<file path="src/rtl/sdlc_tx_pkg.sv">
package sdlc_tx_pkg;

  // What the shifter is currently sending
  typedef enum logic [2:0] {
    UNIT_IDLE,
    UNIT_FLAG,
    UNIT_DATA,
    UNIT_FCS,
    UNIT_ABORT
  } unit_e;

  function automatic int max2(input int a, input int b);
    return (a > b) ? a : b;
  endfunction

endpackage

</file>
<file path="src/rtl/sdlc_tx_hold.sv">
// One-entry character holding register; a write wins over take/discard.
module sdlc_tx_hold #(
  parameter int DW = 8
) (
  input  logic          clk,
  input  logic          rst,
  input  logic          wr_en,
  input  logic [DW-1:0] wr_data,
  input  logic          take,
  input  logic          drop,
  output logic [DW-1:0] data,
  output logic          full
);

  always_ff @(posedge clk) begin
    if (rst) begin
      data <= '0;
      full <= 1'b0;
    end else if (wr_en) begin
      data <= wr_data;
      full <= 1'b1;
    end else if (take || drop) begin
      full <= 1'b0;
    end
  end

endmodule

</file>
<file path="src/rtl/sdlc_tx_fcs.sv">
// Bit-serial reflected CRC register, LSB-first input.
module sdlc_tx_fcs #(
  parameter int          W    = 16,
  parameter logic [W-1:0] POLY = 16'h8408
) (
  input  logic         clk,
  input  logic         rst,
  input  logic         clear,
  input  logic         step,
  input  logic         din,
  output logic [W-1:0] crc
);

  logic         fb;
  logic [W-1:0] crc_next;

  assign fb       = crc[0] ^ din;
  assign crc_next = (crc >> 1) ^ (fb ? POLY : '0);

  always_ff @(posedge clk) begin
    if (rst || clear) begin
      crc <= '1;
    end else if (step) begin
      crc <= crc_next;
    end
  end

endmodule

</file>
<file path="src/rtl/sdlc_tx_stuff.sv">
// Counts consecutive stuffable ones on the line; flags when a zero is due.
module sdlc_tx_stuff #(
  parameter int RUN = 5
) (
  input  logic clk,
  input  logic rst,
  input  logic adv,
  input  logic one_stuffable,
  output logic need_zero
);

  localparam int CW = $clog2(RUN + 1);

  logic [CW-1:0] cnt;

  always_ff @(posedge clk) begin
    if (rst) begin
      cnt <= '0;
    end else if (adv) begin
      cnt <= one_stuffable ? cnt + 1'b1 : '0;
    end
  end

  assign need_zero = (cnt == CW'(RUN));

endmodule

</file>
<file path="src/rtl/sdlc_tx_framer.sv">
module sdlc_tx_framer
  import sdlc_tx_pkg::*;
#(
  parameter int DW        = 8,
  parameter int LEN_W     = 4,
  parameter int FCS_W     = 16,
  parameter int FLAG_W    = 8,
  parameter int ABORT_W   = 8,
  parameter int STUFF_RUN = 5,
  parameter logic [FCS_W-1:0]  FCS_POLY = 16'h8408,
  parameter logic [FLAG_W-1:0] FLAG_PAT = 8'h7E
) (
  input  logic             clk,
  input  logic             rst,
  input  logic             bit_en,
  input  logic             tx_enable,
  input  logic             wr_en,
  input  logic [DW-1:0]    wr_data,
  input  logic [LEN_W-1:0] char_len,
  input  logic             crc_clear,
  input  logic             abort_cmd,
  input  logic             eom_crc,
  output logic             tx_bit,
  output logic             hold_empty
);

  localparam int SH_W  = max2(max2(DW, FCS_W), max2(FLAG_W, ABORT_W));
  localparam int CNT_W = $clog2(SH_W + 1);

  // Registered state
  unit_e              unit_q;
  logic [SH_W-1:0]    sh_q;
  logic [CNT_W-1:0]   left_q;
  logic               open_q;
  logic               abort_q;
  logic               tx_q;

  // Submodule interconnect
  logic [DW-1:0]      hold_data;
  logic               hold_full;
  logic [FCS_W-1:0]   crc;
  logic               need_zero;

  // Next-step decisions
  unit_e              ld_unit, nxt_unit;
  logic [SH_W-1:0]    ld_sh, nxt_sh;
  logic [CNT_W-1:0]   ld_len, nxt_left, eff_len;
  logic               nxt_open;
  logic               emit_bit, emit_stuffable;
  logic               crc_step, take, drop, do_abort;

  sdlc_tx_hold #(.DW(DW)) u_hold (
    .clk     (clk),
    .rst     (rst),
    .wr_en   (wr_en),
    .wr_data (wr_data),
    .take    (bit_en & take),
    .drop    (bit_en & drop),
    .data    (hold_data),
    .full    (hold_full)
  );

  sdlc_tx_fcs #(.W(FCS_W), .POLY(FCS_POLY)) u_fcs (
    .clk   (clk),
    .rst   (rst),
    .clear (crc_clear),
    .step  (bit_en & crc_step),
    .din   (emit_bit),
    .crc   (crc)
  );

  sdlc_tx_stuff #(.RUN(STUFF_RUN)) u_stuff (
    .clk           (clk),
    .rst           (rst),
    .adv           (bit_en),
    .one_stuffable (emit_stuffable & emit_bit),
    .need_zero     (need_zero)
  );

  // Effective length: out-of-range codes fall back to a full character
  always_comb begin
    if (char_len == '0 || char_len > LEN_W'(DW)) begin
      eff_len = CNT_W'(DW);
    end else begin
      eff_len = CNT_W'(char_len);
    end
  end

  // Unit chosen when the shifter is empty
  always_comb begin
    if (hold_full) begin
      ld_unit = UNIT_DATA;
      ld_sh   = SH_W'(hold_data);
      ld_len  = eff_len;
    end else if (open_q && eom_crc) begin
      ld_unit = UNIT_FCS;
      ld_sh   = SH_W'(~crc);
      ld_len  = CNT_W'(FCS_W);
    end else begin
      ld_unit = UNIT_FLAG;
      ld_sh   = SH_W'(FLAG_PAT);
      ld_len  = CNT_W'(FLAG_W);
    end
  end

  assign do_abort = abort_q | abort_cmd;

  // Per-bit-time step: disable > abort > stuffed zero > continue > load
  always_comb begin
    nxt_unit       = unit_q;
    nxt_sh         = sh_q;
    nxt_left       = left_q;
    nxt_open       = open_q;
    emit_bit       = tx_q;
    emit_stuffable = 1'b0;
    crc_step       = 1'b0;
    take           = 1'b0;
    drop           = 1'b0;
    if (!tx_enable) begin
      emit_bit = 1'b1;
      nxt_unit = UNIT_IDLE;
      nxt_left = '0;
      nxt_open = 1'b0;
    end else if (do_abort) begin
      emit_bit = 1'b1;
      nxt_unit = UNIT_ABORT;
      nxt_sh   = '1;
      nxt_left = CNT_W'(ABORT_W - 1);
      nxt_open = 1'b0;
      drop     = 1'b1;
    end else if (need_zero) begin
      emit_bit = 1'b0;
    end else if (left_q != '0) begin
      emit_bit       = sh_q[0];
      nxt_sh         = sh_q >> 1;
      nxt_left       = left_q - 1'b1;
      emit_stuffable = (unit_q == UNIT_DATA) || (unit_q == UNIT_FCS);
      crc_step       = (unit_q == UNIT_DATA);
    end else begin
      emit_bit       = ld_sh[0];
      nxt_sh         = ld_sh >> 1;
      nxt_left       = ld_len - 1'b1;
      nxt_unit       = ld_unit;
      emit_stuffable = (ld_unit == UNIT_DATA) || (ld_unit == UNIT_FCS);
      crc_step       = (ld_unit == UNIT_DATA);
      take           = (ld_unit == UNIT_DATA);
      nxt_open       = (ld_unit == UNIT_DATA);
    end
  end

  always_ff @(posedge clk) begin
    if (rst) begin
      unit_q <= UNIT_IDLE;
      sh_q   <= '0;
      left_q <= '0;
      open_q <= 1'b0;
      tx_q   <= 1'b1;
    end else if (bit_en) begin
      unit_q <= nxt_unit;
      sh_q   <= nxt_sh;
      left_q <= nxt_left;
      open_q <= nxt_open;
      tx_q   <= emit_bit;
    end
  end

  // Abort request waits for the next bit time; dropped when disabled
  always_ff @(posedge clk) begin
    if (rst || !tx_enable || bit_en) begin
      abort_q <= 1'b0;
    end else if (abort_cmd) begin
      abort_q <= 1'b1;
    end
  end

  assign tx_bit     = tx_q;
  assign hold_empty = ~hold_full;

endmodule

</file>
<file path="config.mk">
export PLATFORM = sky130hd
export DESIGN_NAME = sdlc_tx_framer
export DESIGN_NICKNAME = d
export VERILOG_FILES = /design/src/rtl/sdlc_tx_pkg.sv /design/src/rtl/sdlc_tx_hold.sv /design/src/rtl/sdlc_tx_fcs.sv /design/src/rtl/sdlc_tx_stuff.sv /design/src/rtl/sdlc_tx_framer.sv
export SDC_FILE = /design/constraint.sdc
export NUM_CORES = 1
export LEC_CHECK = 0
export ABC_CLOCK_PERIOD_IN_PS = 4550
export CELL_PAD_IN_SITES_DETAIL_PLACEMENT = 0
export CELL_PAD_IN_SITES_GLOBAL_PLACEMENT = 1
export CORE_UTILIZATION = 40
export DETAILED_ROUTE_END_ITERATION = 10
export GPL_ROUTABILITY_DRIVEN = 1
export PLACE_DENSITY_LB_ADDON = 0.1
export SYNTH_ARGS = -nofsm -noshare
export SYNTH_HDL_FRONTEND = slang
export SYNTH_HIERARCHICAL = 1
export SYNTH_SLANG_ARGS = --single-unit
</file>
<file path="constraint.sdc">
create_clock -name clk -period 4.55 [get_ports clk]
set_input_delay 0.455 -clock clk [delete_from_list [all_inputs] [get_ports clk]]
set_output_delay 0.455 -clock clk [all_outputs]
set_load 0.01 [all_outputs]
</file>
; ---- After elaboration in Yosys (flattened, before gate mapping)
; Index checks and enable logic that the tools add are counted.
[op_classes]
n_addsub = 3
order_cmp = 1
n_eq_ne = 8
n_mux = 44
bitwise_logic = 9
n_reduce_logical = 15
[ops]
columns = op, n
row1 = $mux W16, 5
row2 = $mux W5, 6
row3 = $mux W1, 24
row4 = $mux W3, 6
row5 = $not A16 Y16, 1
row6 = $xor A15 B16 Y16, 1
row7 = $mux W15, 1
row8 = $eq A3 B2 Y1 const B, 4
row9 = $sub A5 B1 Y5 const B, 2
row10 = $logic_or A1 B1 Y1, 7
row11 = $reduce_and A3 Y1, 2
row12 = $reduce_bool A5 Y1, 1
row13 = $and A1 B1 Y1, 4
row14 = $gt A4 B4 Y1 const B, 1
row15 = $logic_not A4 Y1, 1
row16 = $mux W4, 1
row17 = $add A3 B1 Y3 const B, 1
row18 = $eq A3 B3 Y1 const B, 1
row19 = $ne A3 B2 Y1 const B, 1
row20 = $ne A3 B3 Y1 const B, 1
row21 = $mux W2, 1
row22 = $ne A2 B1 Y1 const B, 1
row23 = $reduce_and A2 Y1, 1
row24 = $reduce_bool A2 Y1, 1
row25 = 5 further kinds, 5
[word_totals]
regBits = 55
in_bits = 20

; ---- Depth between registers and ports, before layout
; Gate-level depths: netlist of the first run.
[depth]
word_depth = 12
ltp_mapped = 12
ltp_nobuf = 8

; ---- By module
; Netlist of the first run, hierarchy kept.
[modules_own_cells]
columns = mod, instances, cells_each, area_per_inst_um2
row1 = sdlc_tx_framer, 1, 193, 1532.7
row2 = sdlc_tx_fcs, 1, 69, 721.9
row3 = sdlc_tx_hold, 1, 30, 322.8
row4 = sdlc_tx_stuff, 1, 18, 156.4

; ---- Worst setup path after synthesis of the first run
; No wires, ideal clock.
[synth_timing]
path_kind = reg2reg
from = reg u_stuff.cnt[1]
to = reg u_fcs.crc[0]
setup_time_ps = 119
arrival_ps = 2387
path_slack_ps = 2044
path_stages_with_launch = 13
n_path_buf = 4
path_cell_list = dfxtp_1 -> inv_1 -> ha_1 -> and2_1 -> clkbuf_1 -> or3_1 -> nor2_1 -> clkbuf_1 -> a21boi_0 -> buf_2 -> buf_4 -> mux2i_1 -> nand2_1
[synth_between]
elab_chain_cells = 5
[synth_lines]
columns = item, line_no
row1 = "start, declared", sdlc_tx_stuff.sv:14  ; logic [CW-1:0] cnt;
row2 = "start signal, assigned", sdlc_tx_stuff.sv:20  ; cnt <= one_stuffable ? cnt + 1'b1 : '0;
row3 = $eq A3 B3 Y1, sdlc_tx_stuff.sv:24  ; assign need_zero = (cnt == CW'(RUN));
row4 = named net need_zero, sdlc_tx_framer.sv:42  ; logic need_zero;
row5 = $mux W1, sdlc_tx_framer.sv:131  ; end else if (need_zero) begin
row6 = $mux W1, sdlc_tx_framer.sv:124  ; end else if (do_abort) begin
row7 = $mux W1, sdlc_tx_framer.sv:119  ; if (!tx_enable) begin
row8 = $and A1 B1 Y1, sdlc_tx_framer.sv:67  ; .step (bit_en & crc_step),
row9 = "end signal, assigned", sdlc_tx_fcs.sv:24  ; crc <= crc_next;
row10 = "end, declared", sdlc_tx_fcs.sv:11  ; output logic [W-1:0] crc
; The timed path passes the listed nets, and every way through them passes these cells.
; A chain may end at the register's enable or synchronous reset.

; ---- Worst setup path after layout of the first run
[layout_timing]
from = reg u_stuff.cnt[1]
to = reg u_fcs.crc[9]
; Same word-level chain as after synthesis.

==> results of run 1 <==
-- worst max-delay path: cells and delay by family, from the launching register on --
kind / cells / cell delay, ns
muxes: 1 / 0.29
and+or+nand+nor: 4 / 0.83
adders and majority gates: 1 / 0.16
buffers and inverters: 2 / 0.31
AOI/OAI and AO/OA: 1 / 0.83
DFF: 1 / 0.37
-- area by class of cell --
cell class                      count  area, um^2
Clock inverter                      3       23.77
Sequential cell                    55        1101
Fill cell                         668        3493
Inverter                           12       45.04
Clock buffer                        5       68.82
Multi-Input combinational cell    211        1398
Tap cell                           77       96.34
Timing Repair Buffer               24       232.7
-- layout by cell type (no fill, tap or decap), types with 2 or more instances in the layout --
cell             synthesis  routed
clkinvlp_4               0       2
nor2b_1                  2       2
xnor3_1                  2       2
clkbuf_8                 0       5
nand4b_1                 2       2
a311oi_1                15      15
buf_4                   16       3
o211ai_1                 9       9
nand2b_1                 3       3
a22o_1                   3       3
a21oi_1                 11      11
ha_1                     3       3
o21a_1                   2       2
mux2i_1                 22      22
a311o_1                  2       2
nand2_1                 47      47
o21ai_0                  4       4
nand3_1                  3       3
a41oi_1                  4       4
nand3b_1                 4       4
nor3_1                   5       5
clkdlybuf4s50_1          0      21
nor2_1                  28      28
or3_1                    9       9
inv_1                   12      12
nor4_1                   4       4
dfxtp_1                 55      55
a31oi_1                  4       4
-- per-stage QoR --
stage	cells	cell area, um^2	power [mW]	setup WS, ns
2_1_floorplan	310	2734	0.6244	2.044
3_3_place_gp	379	2873	0.6698	1.348
3_5_place_dp	379	2873	0.6690	1.323
4_1_cts	387	2965	0.9541	1.605
5_1_grt	387	2965	0.9897	1.394
6_report	387	2965	0.9405	1.591
-- state kept, by name (all words and copies together), names as in the netlist --
name,cells
u_hold/full,1
u_fcs/crc,16
left_q,5
tx_bit,1
u_stuff/cnt,3
u_hold/data,8
open_q,1
sh_q,16
unit_q,3
abort_q,1
-- per-layer routing --
layer | vias to the layer above | wire length [um] | track usage
met5 | - | 0 | 0
met3 | 7 | 246 | 0.03147
met4 | 0 | 77 | 0.06009
li1 | 1102 | - | -
met1 | 1006 | 3040 | 0.2651
met2 | 40 | 2720 | 0.2735
-- power groups by stage --
stage / clock network, mW / registers [mW] / logic [mW]
4_1_cts: 0.296 / 0.516 / 0.143
3_5_place_dp: 0 / 0.527 / 0.142
6_report: 0.284 / 0.516 / 0.141
2_1_floorplan: 0 / 0.521 / 0.103
5_1_grt: 0.315 / 0.519 / 0.156
3_3_place_gp: 0 / 0.527 / 0.143
-- cells in the mapped netlist, drive strengths merged, types with 2 or more instances --
library cell   n
ha             3
inv           12
a311oi        15
buf           22
nand3b         4
a21oi         12
nand2b         3
o211ai        10
nand2         48
mux2i         22
a311o          2
a41oi          4
nor2b          2
o21a           2
a22o           3
nor2          29
a31oi          4
nand3          3
o21ai          5
nand4b         2
clkbuf        10
xnor3          2
nor3           5
or3            9
dfxtp         55
nor4           5
-- logic make-up after synthesis --
family                   count (synthesis)  synth area share
buffers and inverters                   44           0.08741
multiplexers                            22           0.08055
AO/OA/AOI/OAI                           65            0.1799
adder cells (fa/ha/maj)                  3           0.01373
XOR/XNOR                                 3           0.01968
AND/OR/NAND/NOR                        118            0.2160
flip-flops                              55            0.4027
-- worst max-delay path by stage --
stage / end / slack (ns)
2_1_floorplan: u_fcs/crc[0]$_SDFFE_PP1P_ / 2.04
3_3_place_gp: u_fcs/crc[12]$_SDFFE_PP1P_ / 1.35
3_5_place_dp: u_fcs/crc[9]$_SDFFE_PP1P_ / 1.32
4_1_cts: u_fcs/crc[9]$_SDFFE_PP1P_ / 1.60
5_1_grt: u_fcs/crc[8]$_SDFFE_PP1P_ / 1.39
6_report: u_fcs/crc[9]$_SDFFE_PP1P_ / 1.59
==> metrics.cfg, run 1 <==
[clock_tree]
cts_sinks = 55
cts-htree-levels = 2
root_buffer = clkbuf_8
cts_tree = built
cts_max_path_buffers = 2
path_clk_slew_ns = 0.11
clock_latency_ns = 0.31
cts_buffers = 5
post_cts_buffers = 0
cts_resized = 0
cts_hold_buf = 0

[drt]
vias = 2155
drt-initial-drc-count = 102
drt_wl_total_mm = 6.084
wl_per_cell_um = 15.72
route.detailed.drc = 0
firstDrtPassIters = 6
ant_nets = 0
vias_per_cell = 5.568

[setup_path]
timing.rr.end = u_fcs/crc[9]$_SDFFE_PP1P_
cp_data_required_time_ns = 4.72
r2r-start = u_stuff/cnt[1]$_SDFFE_PP0P_
cp_slowest_cell = a21boi_2
max_stage_delay_ns = 0.83
cp_max_fo = 21
critPathArrivalTime_ns = 3.13
r2r_cells = 9
worstSetupEndpointType = flip-flop
startpoint = u_stuff/cnt[1]$_SDFFE_PP0P_
start_kind = flip-flop
critical_path_class = flip-flop to flip-flop
rrSetupSlack_ns = 1.59
path_cells = inv_1 > ha_1 > and2_1 > or3_1 > nor2_1 > buf_4 > a21boi_2 > mux2i_1 > nand2_1

[synth]
ys_ff_latch = 55
postSynthAreaPerCell_um2 = 8.819
ys_top_cells_by_area = dfxtp_1 (40%), mux2i_1 (8.1%), nand2_1 (6.5%)
synth_cell_types = 51
synth_ff_type = dfxtp_1
synth_area_leader_cell = dfxtp_1
synth.top_cell.area_share = 0.4027
postSynth.asyncResetShare = 0
syn_inst = 310
syn_nets = 333
yosysWarnings = 6
yosysSeqAreaShare = 0.4027
synth-edff-count = 0
synthesis.area_um2 = 2734

[sta]
hold_slack_ns = 0.4777
finalMaxSlewViolations = 0
setup_violations = 0
finalSetupTns_ns = 0
period_needed_ns = 2.959
fmax_mhz = 337.9
tightestPinTransition_ns = 1.009
post-route-period-util = 0.6503
rsz0062_at_grt = no
finalClockSkew_ns = 0.005866
slew_headroom = 0.3234
finalHoldViolCount = 0

[global_routing]
track_usage = 0.1823
grt_start_max_net_pins = 27
antenna_found_initial = 0
grt_pass1_vias = 2025
grt_overflow = 0
grt_first_pass_wirelength_mm = 10.24

[place]
dp_hpwl_mm = 4.240
gp_congestion = 0.7677
portBuffers = 21

[pwr]
power_switching_mw = 0.2702
peakVddDrop_v = 0.0001399
comb_power_share = 0.150
pwr-share-clk = 0.302
power_frac_seq = 0.548
netSwitchingFraction = 0.2873
leakagePower_nw = 1.034
power_density_nw_per_um2 = 317.1
p_int_mw = 0.6703

[die]
chipWidth_um = 84.67
core-area_um2 = 6459
initial_utilization = 0.4233
row_count = 29
io_pins = 22
fp.dieArea_um2 = 7169
fp.dieH_um = 84.67

[min_path]
min_from = sh_q[1]$_SDFFE_PP0P_
holdPathStages = 2
hold_path_class = flip-flop to flip-flop
holdPathEnd = sh_q[0]$_SDFFE_PP0P_

[finish]
num_antenna_cells = 0
drive_above_1_share = 0.06129
utilization = 0.4591
syn2layout_area_growth_pct = 8.467
finalNetCount = 332

[status]
outcome = complete, no violations

[run]
drv_cap = 0

Note: power is estimated with default switching activity, not from simulation.
==> inputs of run 2 (changes only) <==
- ABC_CLOCK_PERIOD_IN_PS: 4550 -> 2500
- clock period: 4.55 -> 2.5 ns (I/O delays scaled with it)
==> run 2 against run 1 <==
Effect of this change:
- the run now ends with DRC left
- register-to-register slack worse by 1.3 ns
- power is 100% higher
- cell area rose by 4.6%
- fmax up 37%
- cell count increased by 2.8%
- sequential cell count unchanged
- global-route usage is 0.12 points higher
- die area is the same
- hold slack gained 0.0028 ns
- first-iteration DRC count increased by 51%
==> metrics.cfg, run 2 (synthesis results as in run 1) <==
[status]
outcome = finished with violations
violations = DRC

[setup_path]
critical_path_class = flip-flop to flip-flop
cp_max_fo = 8  ; -62%
critPathArrivalTime_ns = 2.40  ; -0.73 ns
path_cells = or4_4 > nor2_4 > a31oi_1 > ha_1 > inv_1 > a311o_1 > a41oi_1 > a31oi_1
cp_data_required_time_ns = 2.74  ; -1.98 ns
worstSetupEndpointType = flip-flop
crit_top_cell = a31oi_1
r2r_cells = 8  ; -1
max_stage_delay_ns = 0.59  ; -0.24 ns
start_kind = flip-flop
cp_slowest_cell = or4_4

[place]
dpl-instance-area_um2 = 2968  ; +3.3%
gp_congestion = 0.8028  ; +4.6%
dp_hpwl_mm = 4.404  ; +3.9%
post-place-cells = 390  ; +2.9%
portBuffers = 21  ; unchanged

[clock_tree]
path_clk_slew_ns = 0.10  ; about the same
clock_latency_ns = 0.30  ; about the same
cts-htree-levels = 2  ; unchanged
post_cts_buffers = 0  ; unchanged
cts_buffers = 5  ; unchanged
root_buffer = clkbuf_8
cts_max_path_buffers = 2  ; unchanged
cts_tree = built
cts_resized = 0  ; unchanged
cts_hold_buf = 0  ; unchanged
cts_sinks = 55  ; unchanged

[drt]
vias = 2228  ; +3.4%
wl_per_cell_um = 15.96  ; +1.5%
vias_per_cell = 5.598  ; +0.53%
highest_layer = met4
drt-initial-drc-count = 154  ; +51%
route.detailed.drc = 1  ; +1
wl_met2_mm = 3.055  ; +12%
met3_length_um = 134  ; -46%
wl_met1_mm = 3.131  ; +3.0%
drt_wl_total_mm = 6.351  ; +4.4%
firstDrtPassIters = 7  ; +1
ant_nets = 0  ; unchanged

[sta]
tightestPinTransition_ns = 0.5357  ; -0.4732 ns
post-route-period-util = 0.8639  ; +0.2136
fmax_mhz = 463.0  ; +37%
finalClockSkew_ns = 0.003658  ; -0.002208 ns
finalMaxSlewViolations = 0  ; unchanged
slew_headroom = 0.6417  ; +0.3183
setup_violations = 0  ; unchanged
finalHoldViolCount = 0  ; unchanged
period_needed_ns = 2.160  ; -0.7993 ns
finalSetupTns_ns = 0  ; unchanged
rsz0062_at_grt = no

[pwr]
power_frac_seq = 0.493  ; -0.055
peakVddDrop_v = 0.0002781  ; +99%
power_switching_mw = 0.4695  ; +74%
leakagePower_nw = 1.117  ; +8.0%
power_density_nw_per_um2 = 612.8  ; +93%
p_int_mw = 1.430  ; +110%
comb_power_share = 0.144  ; -0.006
totalPowerFinal_mw = 1.900  ; +100%
pwr-share-clk = 0.363  ; +0.061
netSwitchingFraction = 0.2471  ; -0.04015

[die]
row_count = 29  ; unchanged
core-area_um2 = 6459  ; unchanged
chipWidth_um = 84.67  ; unchanged
fp.dieArea_um2 = 7169  ; unchanged
initial_utilization = 0.4233  ; unchanged
io_pins = 22  ; unchanged
fp.dieH_um = 84.67  ; unchanged

[global_routing]
grt_first_pass_wirelength_mm = 10.36  ; +1.2%
grt_start_max_net_pins = 27  ; unchanged
grt_pass1_vias = 2104  ; +3.9%
track_usage = 0.1836  ; +0.001229
grt_overflow = 0  ; unchanged
antenna_found_initial = 0  ; unchanged

[finish]
fin_area_um2 = 3100  ; +4.6%
largestRegisters = sh_q: 16 flops, u_fcs/crc: 16 flops, u_hold/data: 8 flops
drive_above_1_share = 0.09034  ; +0.02905
syn2layout_area_growth_pct = 13.41
final_common_cell = dfxtp_1
finalNetCount = 343  ; +3.3%
num_antenna_cells = 0  ; unchanged
final_cells = 398  ; +2.8%
mostFrequentLayoutCells = dfxtp_1 (55), nand2_1 (47), nor2_1 (28)

[run]
drv_cap = 0  ; unchanged

[min_path]
holdPathStages = 1  ; -1
hold_path_class = flip-flop to flip-flop

run 2: path summary, 6_finish.rpt:
| path | from | end | slack [ns] |
|---|---|---|---|
| setup reg to reg | left_q[0]$_SDFFE_PP0P_ | left_q[4]$_SDFFE_PP0P_ | 0.34 |
| hold / removal | unit_q[0]$_SDFFE_PP0P_ | unit_q[0]$_SDFFE_PP0P_ | 0.48 |
| setup / recovery | left_q[0]$_SDFFE_PP0P_ | left_q[4]$_SDFFE_PP0P_ | 0.34 |
| hold reg to reg | unit_q[0]$_SDFFE_PP0P_ | unit_q[0]$_SDFFE_PP0P_ | 0.48 |
run 2: worst max-delay path: cells and delay by family, from the launching register on:
| kind | cells | cell delay, ns |
|---|---|---|
| AND/OR/NAND/NOR | 2 | 0.81 |
| AO/OA/AOI/OAI | 4 | 0.61 |
| flip-flops | 1 | 0.39 |
| adder cells (fa/ha/maj) | 1 | 0.22 |
| buffers and inverters | 1 | 0.07 |
run 2: power by group through the flow:
| stage | Sequential [mW] | Clock, mW | Combinational, mW |
|---|---|---|---|
| 4_1_cts | 0.937 | 0.711 | 0.274 |
| 5_1_grt | 0.942 | 0.751 | 0.299 |
| 3_5_place_dp | 0.957 | 0 | 0.272 |
| 3_3_place_gp | 0.956 | 0 | 0.273 |
| 6_report | 0.937 | 0.690 | 0.273 |
| 2_1_floorplan | 0.949 | 0 | 0.188 |
run 2: per-stage QoR:
step | setup slack, ns | utilization | hold slack (ns)
floorplan | 0.08455 | - | 0.3191
global placement | 0.3008 | 0.4595 | 0.4437
detailed placement | 0.2900 | 0.4595 | 0.4519
CTS | 0.3514 | 0.4800 | 0.4758
global route | 0.2261 | 0.4800 | 0.5073
finish | 0.3402 | 0.4800 | 0.4805
run 2: metal layers:
layer,vias to the layer above,track usage
li1,1119,-
met2,28,0.3141
met3,2,0.03343
met1,1079,0.2410
met4,0,0.04160
met5,-,0
run 2: area by class of cell:
type / instances / area, um^2
clock buffers: 6 / 72.57
clock inverters: 2 / 60.06
fillers: 663 / 3358
inverters: 12 / 45.04
multi-input cells: 211 / 1398
flip-flops and latches: 55 / 1101
well taps: 77 / 96.34
repair buffers: 35 / 327.8
